<file path="src/rtl/tape_pkg.sv">
package tape_pkg;
   localparam int BYTE_W = 8;

   typedef logic [BYTE_W-1:0] tape_byte_t;

   typedef enum logic [2:0] {
      ST_HUNT_A,
      ST_HUNT_B,
      ST_BODY,
      ST_SUM,
      ST_END
   } ld_state_t;
endpackage

</file>
<file path="src/rtl/tape_edge_sync.sv">
module tape_edge_sync #(
   parameter int SYNC_STAGES = 2
) (
   input  logic clk,
   input  logic rst_n,
   input  logic tape_in,
   output logic edge_o
);
   localparam int TOP = SYNC_STAGES - 1;

   logic [SYNC_STAGES-1:0] chain;
   logic                   last;

   for (genvar i = 0; i < SYNC_STAGES; i++) begin : g_stage
      if (i == 0) begin : g_first
         always_ff @(posedge clk or negedge rst_n) begin
            if (!rst_n) chain[i] <= 1'b0;
            else        chain[i] <= tape_in;
         end
      end else begin : g_next
         always_ff @(posedge clk or negedge rst_n) begin
            if (!rst_n) chain[i] <= 1'b0;
            else        chain[i] <= chain[i-1];
         end
      end
   end

   always_ff @(posedge clk or negedge rst_n) begin
      if (!rst_n) last <= 1'b0;
      else        last <= chain[TOP];
   end

   assign edge_o = chain[TOP] ^ last;
endmodule

</file>
<file path="src/rtl/tape_bit_timer.sv">
module tape_bit_timer #(
   parameter int THRESH_CYC  = 24,
   parameter int TIMEOUT_CYC = 100
) (
   input  logic clk,
   input  logic rst_n,
   input  logic edge_i,
   output logic bit_vld,
   output logic bit_val
);
   localparam int CW = $clog2(TIMEOUT_CYC + 1);

   logic [CW-1:0] cnt;
   logic          expired;

   assign expired = (cnt == CW'(TIMEOUT_CYC));

   always_ff @(posedge clk or negedge rst_n) begin
      if (!rst_n) begin
         cnt     <= CW'(1);
         bit_vld <= 1'b0;
         bit_val <= 1'b0;
      end else begin
         bit_vld <= 1'b0;
         if (edge_i) begin
            bit_vld <= 1'b1;
            bit_val <= (cnt < CW'(THRESH_CYC));
            cnt     <= CW'(1);
         end else if (expired) begin
            bit_vld <= 1'b1;
            bit_val <= 1'b0;
            cnt     <= CW'(1);
         end else begin
            cnt <= cnt + 1'b1;
         end
      end
   end
endmodule

</file>
<file path="src/rtl/tape_byte_framer.sv">
module tape_byte_framer #(
   parameter int DW = 8
) (
   input  logic          clk,
   input  logic          rst_n,
   input  logic          bit_vld,
   input  logic          bit_val,
   output logic          byte_vld,
   output logic [DW-1:0] byte_o
);
   localparam int BCW = $clog2(DW);

   logic           busy;
   logic [BCW-1:0] nb;
   logic [DW-1:0]  sr;
   logic [DW-1:0]  sr_next;

   assign sr_next = {bit_val, sr[DW-1:1]};

   always_ff @(posedge clk or negedge rst_n) begin
      if (!rst_n) begin
         busy     <= 1'b0;
         nb       <= '0;
         sr       <= '0;
         byte_vld <= 1'b0;
         byte_o   <= '0;
      end else begin
         byte_vld <= 1'b0;
         if (!busy) begin
            if (bit_vld && !bit_val) begin
               busy <= 1'b1;
               nb   <= '0;
            end
         end else if (bit_vld) begin
            sr <= sr_next;
            nb <= nb + 1'b1;
            if (nb == BCW'(DW - 1)) begin
               busy     <= 1'b0;
               byte_vld <= 1'b1;
               byte_o   <= sr_next;
            end
         end
      end
   end
endmodule

</file>
<file path="src/rtl/tape_loader.sv">
module tape_loader
   import tape_pkg::*;
#(
   parameter int TICK_CYC     = 1000,
   parameter int THRESH_TICKS = 6,
   parameter int TIMEOUT_CYC  = 12800,
   parameter int PAGE_BYTES   = 256,
   parameter int PAGES        = 2,
   parameter int SYNC_STAGES  = 2,
   parameter logic [7:0] HDR_A = 8'h50,
   parameter logic [7:0] HDR_B = 8'h36,
   localparam int OFF_W = $clog2(PAGE_BYTES),
   localparam int PG_W  = (PAGES > 1) ? $clog2(PAGES) : 1,
   localparam int AW    = (PAGES > 1) ? OFF_W + PG_W : OFF_W
) (
   input  logic          clk,
   input  logic          rst_n,
   input  logic          tape_in,
   input  logic          verify_mode,
   output logic [AW-1:0] mem_addr,
   output logic          mem_wr_en,
   output logic [7:0]    mem_wr_data,
   input  logic [7:0]    mem_rd_data,
   output logic          done,
   output logic          error
);
   localparam int THRESH_CYC = TICK_CYC * THRESH_TICKS;

   if (THRESH_CYC >= TIMEOUT_CYC) begin : g_bad_timeout
      $error("timeout must exceed the bit threshold");
   end
   if ((1 << OFF_W) != PAGE_BYTES) begin : g_bad_page
      $error("page size must be a power of two");
   end
   if (PAGES < 1) begin : g_bad_pages
      $error("at least one page is required");
   end
   if (SYNC_STAGES < 2) begin : g_bad_sync
      $error("at least two synchronizer stages are required");
   end

   logic       edge_s;
   logic       bit_vld;
   logic       bit_val;
   logic       byte_vld;
   tape_byte_t byte_q;

   tape_edge_sync #(.SYNC_STAGES(SYNC_STAGES)) u_sync (
      .clk    (clk),
      .rst_n  (rst_n),
      .tape_in(tape_in),
      .edge_o (edge_s)
   );

   tape_bit_timer #(.THRESH_CYC(THRESH_CYC), .TIMEOUT_CYC(TIMEOUT_CYC)) u_timer (
      .clk    (clk),
      .rst_n  (rst_n),
      .edge_i (edge_s),
      .bit_vld(bit_vld),
      .bit_val(bit_val)
   );

   tape_byte_framer #(.DW(BYTE_W)) u_framer (
      .clk     (clk),
      .rst_n   (rst_n),
      .bit_vld (bit_vld),
      .bit_val (bit_val),
      .byte_vld(byte_vld),
      .byte_o  (byte_q)
   );

   ld_state_t        state;
   logic [OFF_W-1:0] off;
   logic [PG_W-1:0]  pg;
   tape_byte_t       sum;
   logic             off_wrap;
   logic             last_byte;
   logic             take;

   assign off_wrap  = (off == OFF_W'(PAGE_BYTES - 1));
   assign last_byte = off_wrap && (pg == PG_W'(PAGES - 1));
   assign take      = (state == ST_BODY) && byte_vld;

   if (PAGES > 1) begin : g_paged
      assign mem_addr = {pg, off};
   end else begin : g_flat
      assign mem_addr = off;
   end

   assign mem_wr_en   = take && !verify_mode;
   assign mem_wr_data = byte_q;

   always_ff @(posedge clk or negedge rst_n) begin
      if (!rst_n) begin
         state <= ST_HUNT_A;
         off   <= '0;
         pg    <= '0;
         sum   <= '0;
         done  <= 1'b0;
         error <= 1'b0;
      end else begin
         case (state)
            ST_HUNT_A: begin
               if (byte_vld && byte_q == HDR_A) state <= ST_HUNT_B;
            end
            ST_HUNT_B: begin
               if (byte_vld) begin
                  if (byte_q == HDR_B) begin
                     state <= ST_BODY;
                     off   <= '0;
                     pg    <= '0;
                     sum   <= '0;
                  end else begin
                     state <= ST_HUNT_A;
                  end
               end
            end
            ST_BODY: begin
               if (byte_vld) begin
                  sum <= sum + byte_q;
                  if (verify_mode && byte_q != mem_rd_data) begin
                     error <= 1'b1;
                     done  <= 1'b1;
                     state <= ST_END;
                  end else if (last_byte) begin
                     state <= ST_SUM;
                  end else if (off_wrap) begin
                     off <= '0;
                     pg  <= pg + 1'b1;
                  end else begin
                     off <= off + 1'b1;
                  end
               end
            end
            ST_SUM: begin
               if (byte_vld) begin
                  done  <= 1'b1;
                  error <= (byte_q != sum);
                  state <= ST_END;
               end
            end
            default: begin
               state <= ST_END;
            end
         endcase
      end
   end
endmodule

</file>
<file path="config.mk">
export PLATFORM = sky130hd
export DESIGN_NAME = tape_loader
export DESIGN_NICKNAME = d
export VERILOG_FILES = /design/src/rtl/tape_pkg.sv /design/src/rtl/tape_edge_sync.sv /design/src/rtl/tape_bit_timer.sv /design/src/rtl/tape_byte_framer.sv /design/src/rtl/tape_loader.sv
export SDC_FILE = /design/constraint.sdc
export NUM_CORES = 1
export LEC_CHECK = 0
export BUFFER_PORTS_ARGS = -buffer_cell sky130_fd_sc_hd__buf_2
export CAP_MARGIN = 15
export CORE_ASPECT_RATIO = 1.4
export CORE_MARGIN = 2
export CORE_UTILIZATION = 37
export CTS_CLUSTER_DIAMETER = 100
export CTS_CLUSTER_SIZE = 25
export DETAILED_ROUTE_END_ITERATION = 12
export GPL_TIMING_DRIVEN = 0
export SLEW_MARGIN = 25
export SYNTH_ARGS = -nofsm -noshare
export SYNTH_HDL_FRONTEND = slang
export SYNTH_SLANG_ARGS = --single-unit
</file>
<file path="constraint.sdc">
create_clock -name clk -period 2.9 [get_ports clk]
set_input_delay 0.29 -clock clk [delete_from_list [all_inputs] [get_ports clk]]
set_output_delay 0.29 -clock clk [all_outputs]
set_load 0.02 [all_outputs]
</file>
==> Word-level counts from Yosys, hierarchy flattened <==
Cells that the tools add are included.
{ "word_totals": {"reg_bits": 62, "out_inout_bits": 20, "word_cells": 112} }
{ "classes": {"n_eq_ne": 21, "n_lt_le_gt_ge": 1, "n_mux": 46, "add_sub_neg": 5, "bitwise": 1, "n_reduce_logical": 21} }
{ "op_table": {"columns": ["cell", "count"], "rows": [
  ["2-to-1 mux 8 bit", 7],
  ["one-hot mux 8 bit (2 select lines)", 2],
  ["2-to-1 mux 14 bit", 2],
  ["2-to-1 mux 3 bit", 9],
  ["2-to-1 mux 1 bit", 21],
  ["inequality test 8 bit", 2],
  ["adder 14 x 1 -> 14 bit (second input constant)", 1],
  ["== test 14 bit (second input constant)", 1],
  ["< comparator 14 x 13 -> 1 bit (second input constant)", 1],
  ["inequality test 2 bit (second input constant)", 6],
  ["one-hot mux 3 bit (4 select lines)", 1],
  ["adder 8 x 1 -> 8 bit (second input constant)", 1],
  ["adder 8 bit", 1],
  ["== test 8 x 6 -> 1 bit (second input constant)", 1],
  ["== test 8 x 7 -> 1 bit (second input constant)", 1],
  ["== test 8 bit (second input constant)", 1],
  ["inequality test 2 x 1 -> 1 bit (second input constant)", 4],
  ["AND reduction 4 bit", 2],
  ["nonzero test 2 bit", 4],
  ["AND reduction 7 bit", 1],
  ["== test 3 x 2 -> 1 bit (second input constant)", 2],
  ["logical AND 1 bit", 6],
  ["one-hot mux 1 bit (2 select lines)", 3],
  ["AND reduction 6 bit", 1],
  ["12 further kinds", 14]
]} }

==> Depth between registers and ports, before layout <==
{ "logic_depth": {"ltp_word": 6, "depth_mapped": 8, "depth_no_buf": 8} }

==> Cells and area by module <==
Synthesis repeated with hierarchy kept, for this count alone.
{ "unflattened": {"cells_unflattened": 294, "hier_area_um2": 3191.8} }
{ "modules_own_cells": {"columns": ["module", "area_per_inst_um2", "cells_each", "instances"], "rows": [
  ["tape_loader", 1526.5, 162, 1],
  ["tape_bit_timer", 815.8, 78, 1],
  ["tape_byte_framer", 765.7, 50, 1],
  ["tape_edge_sync", 83.8, 4, 1]
]} }

==> Worst setup path before layout <==
Ideal clock, no wire load.
{ "synth_timing": {"kind": "reg-to-reg", "from": "register u_framer.byte_o[7]", "to": "register off[2]", "slack_ps": 557, "stages_incl_launch_ff": 8, "arrival_ps": 2247, "setup_ps": 96, "cell_sequence": "dfrtp_1 > or4b_4 > or4_4 > and2_4 > buf_6 > nor2_4 > nand2_2 > o32ai_2"} }
{ "synth_via": {"elab_chain_len": 4} }
{ "synth_rtl": {"columns": ["element", "line", "text"], "rows": [
  ["from (decl)", "tape_byte_framer.sv:9", "output logic [DW-1:0] byte_o"],
  ["from (signal assigned)", "tape_byte_framer.sv:40", "byte_o <= sr_next;"],
  ["inequality test 8 bit", "tape_loader.sv:121", "if (verify_mode && byte_q != mem_rd_data) begin"],
  ["logical AND 1 bit", "tape_loader.sv:121", null],
  ["inequality test 2 bit (no source line)", null, null],
  ["AND reduction 6 bit (no source line) *", null, null],
  ["to (signal assigned)", "tape_loader.sv:131", "off <= off + 1'b1;"],
  ["to (decl)", "tape_loader.sv:73", "logic [OFF_W-1:0] off;"]
]} }
Every way passes the cells marked *; elsewhere a longest branch is shown, timed or not.
A chain may end at the register's enable or synchronous reset.

==> Worst setup path in the final report <==
{ "layout_timing": {"from": "register u_framer.byte_o[7]", "to": "register off[7]"} }
The elaborated chain is that of the path after synthesis.

==> summary.md <==
| Metric | Value |
|---|---|
| Area Overhead vs Synth | 20.5% |
| Cells after Synth | 286 |
| Area leader, netlist | dfrtp_1 |
| Layout Skew | 8.85 ps |
| Yosys cell types | 51 |
| Mean Syn Cell Area | 10.7 um2 |
| Synth area leaders | dfrtp_1 (49%), mux2_2 (5.2%), ha_1 (4.9%) |
| CP top delay family | simple AND/OR/NAND/NOR gates |
| Clock root buffer | clkbuf_16 |
| GRT Residual Overflow | 0 |
| Crit path kind | register to register |
| Largest net degree at the start of global routing | 36 |
| Fmax | 409 MHz |
| Worst slew pin tran | 541 ps |
| Vias in the first global route | 2262 |
| GPL Wtd Cong | 0.820 |
| First-pass GRT wire length | 10700 um |
| Switching part of the total | 0.311 |
| Post-synth EDFFs | 0 |
| Non-Filler Instances | 437 |
| Vias | 2293 |
| Gr usage total | 0.155 |
| Layout net count | 355 |
| Total routed wirelength | 6200 um |
| Rows | 39 |
| Hold Fails Final Rpt | 0 |
| Maximum vdd ir drop | 0.000379 V |
| Residual DRC | 0 |
| CTS Buffer Depth | 2 |
| Register area share after synthesis | 0.500 |
| Top cells by count, synth | dfrtp_1 (60), nand2_1 (30), nor2_1 (24) |
| Worst slew margin | 0.637 |
| Antenna violations before repair | 0 |
| Buffer and inverter count on the worst path | 0 |
| PwrDens | 843 nW/um2 |
| Req. time, crit path | 3120 ps |
| Post-synth ARST share | 1.00 |
| CTS Sinks | 61 |
| WL met3 | 218 um |
| CP max stage cell | or4_4 |
| Final Cell Area | 3680 um2 |
| Total CTS buffers | 9 |
| Diode count | 0 |
| Via/cell ratio | 5.25 |
| RSZ-0062 raised after global routing | false |
| Setup crit end kind | register |
| CTS tree | done |
| FF+latch count, synth | 61 |
| Metal2 WL | 3300 um |
| Routed len/inst | 14.2 um |
| Flop pwr share | 0.404 |
| Share of layout cells above drive strength 1 | 0.233 |
| Leak | 1.72 nW |
| Core area | 8100 um2 |
| Power, Total | 3.10 mW |
| Height of the die | 111 um |
| Die X-Extent | 80.8 um |
| I/O pin cnt | 32 |
| Post-layout min period | 2450 ps |
| Startpoint type of the worst setup path | register |
| Clk slew on worst S/H paths | 50 ps |
| Synth Warn # | 0 |
| Yosys top cell area share | 0.492 |
| Tightest Hold Check Type | input pin to register |
| Post-DRT Antenna Nets | 0 |
| Post-DP HPWL | 4480 um |
| Worst skew pair latency | 330 ps |
| Critical Path AT | 2670 ps |
| Status | finished, final reports clean |
| Synth Cell Area | 3050 um2 |
| Initial Util | 0.377 |
| Crit-path max cell delay | 570 ps |
| TNS Setup | 0 ps |
| Port Buf Inserts | 31 |
| Resize count post-CTS | 0 |
| Worst-path maximum fanout | 6 |
| Clock share of power | 0.354 |
| Top_reg_cell synth | dfrtp_1 |
| Internal Power | 2.14 mW |
| Critical Path, Cell by Cell | or4b_4 -> or4_4 -> nand2_1 -> nand3_1 -> o41ai_1 |
| DR top layer | met4 |
| Placement Cell Area | 3360 um2 |
| Routed length on met1 | 2550 um |
| Max Cap Viol | 0 |
| Initial DRC Count | 77 |
| Post-Place Cells | 420 |
| Final period util | 0.844 |
| Switch Pwr | 0.965 mW |
| Logic pwr share | 0.242 |
| # setup viols final | 0 |
| Fill cells | 766 |
| Count leader, synth | dfrtp_1 |
| Die area | 9000 um2 |
| Fin. max-slew vios | 0 |
| Syn nets | 311 |
| H-tree levels | 3 |
| DR pass1 iterations | 4 |
-- power by group through the flow --
stage                     Sequential [mW]  Combinational, mW  Clock (mW)
final                                1.25              0.750        1.10
after global placement               1.26              0.735           0
after CTS                            1.26              0.765        1.12
after detailed placement             1.27              0.756           0
after floorplan                      1.28              0.492           0
after global routing                 1.29              0.845        1.17
-- metal layers --
layer / GRT usage / vias up
met5: 0 / -
met4: 0.0701 / 0
met3: 0.0438 / 10
met2: 0.268 / 42
met1: 0.175 / 1121
li1: - / 1120
-- cell families after synthesis --
kind of cell | count (synthesis) | synth area share
fa+ha+maj | 13 | 0.0557
flops | 61 | 0.500
compound gates | 54 | 0.118
simple gates | 104 | 0.177
xor+xnor | 27 | 0.0775
buf+inv | 13 | 0.0197
mux | 14 | 0.0516
-- cell type report --
type,count,area [um2],area share
Tap cell,102,128,0.0347
Sequential cell,61,1530,0.415
Multi-Input combinational cell,212,1470,0.398
Clock buffer,12,267,0.0724
Timing Repair Buffer,33,188,0.0510
Clock inverter,4,45.0,0.0122
Buffer,3,22.5,0.00612
Inverter,10,37.5,0.0102
-- worst register-to-register path: cells and delay by family (launching register included) --
family          cells  cell delay (ps)
flops               1              460
simple gates        4             1510
compound gates      1              370
-- final timing paths --
| kind | startpoint | slack [ps] | to | cells after the start |
|---|---|---|---|---|
| max | u_framer.byte_o[7] | 450 | off[7] | 5 |
| min | tape_in | 70 | u_sync.chain[0] | 1 |
| max reg2reg | u_framer.byte_o[7] | 450 | off[7] | 5 |
| min reg2reg | u_sync.chain[0] | 340 | u_sync.chain[1] | 0 |
| max in group asynchronous | rst_n | 1900 | u_timer.cnt[0] | 3 |
| min in group asynchronous | rst_n | 430 | off[3] | 2 |
-- sequential cells by signal (all words and copies together), names as in the netlist --
register	flops
u_timer.cnt	14
off	8
sum	8
u_framer.byte_o	8
u_framer.sr	7
state	3
u_framer.nb	3
u_sync.chain	2
done	1
error	1
pg	1
u_framer.busy	1
u_framer.byte_vld	1
u_sync.last	1
u_timer.bit_val	1
u_timer.bit_vld	1
-- metrics by stage --
stage	hold slack (ps)	utilization	setup WS [ps]
after global placement	334	0.412	477
after global routing	60.3	0.454	367
after floorplan	-5.59	-	557
after detailed placement	238	0.415	442
after CTS	57.5	0.454	447
final	68.7	0.454	453
-- layout by cell type, fill, tap and decap left out, types with 2 or more instances in the layout --
cell type / synthesis / routed
a21o_1: 5 / 5
a21oi_1: 8 / 8
a32o_1: 4 / 4
and3_1: 4 / 4
buf_2: 0 / 30
buf_4: 1 / 2
clkbuf_16: 0 / 9
clkbuf_8: 0 / 3
clkinv_2: 0 / 3
dfrtp_1: 60 / 60
ha_1: 12 / 12
inv_1: 10 / 10
mux2_2: 14 / 14
nand2_1: 30 / 30
nand2b_1: 4 / 4
nand3_1: 12 / 12
nand4_1: 4 / 4
nor2_1: 24 / 24
nor3_1: 4 / 4
nor4_1: 4 / 4
o211ai_1: 3 / 3
o21ai_0: 19 / 19
o31ai_1: 4 / 4
o41ai_1: 2 / 2
or2_2: 2 / 2
or3_1: 2 / 2
xnor2_1: 15 / 15
xor2_1: 12 / 12
-- timing repair --
item	CTS	global route
buffers inserted	0	0
hold buffers	1	0
hold endpoints to repair	26	0
No activity file was read; power rests on OpenSTA's default activity.
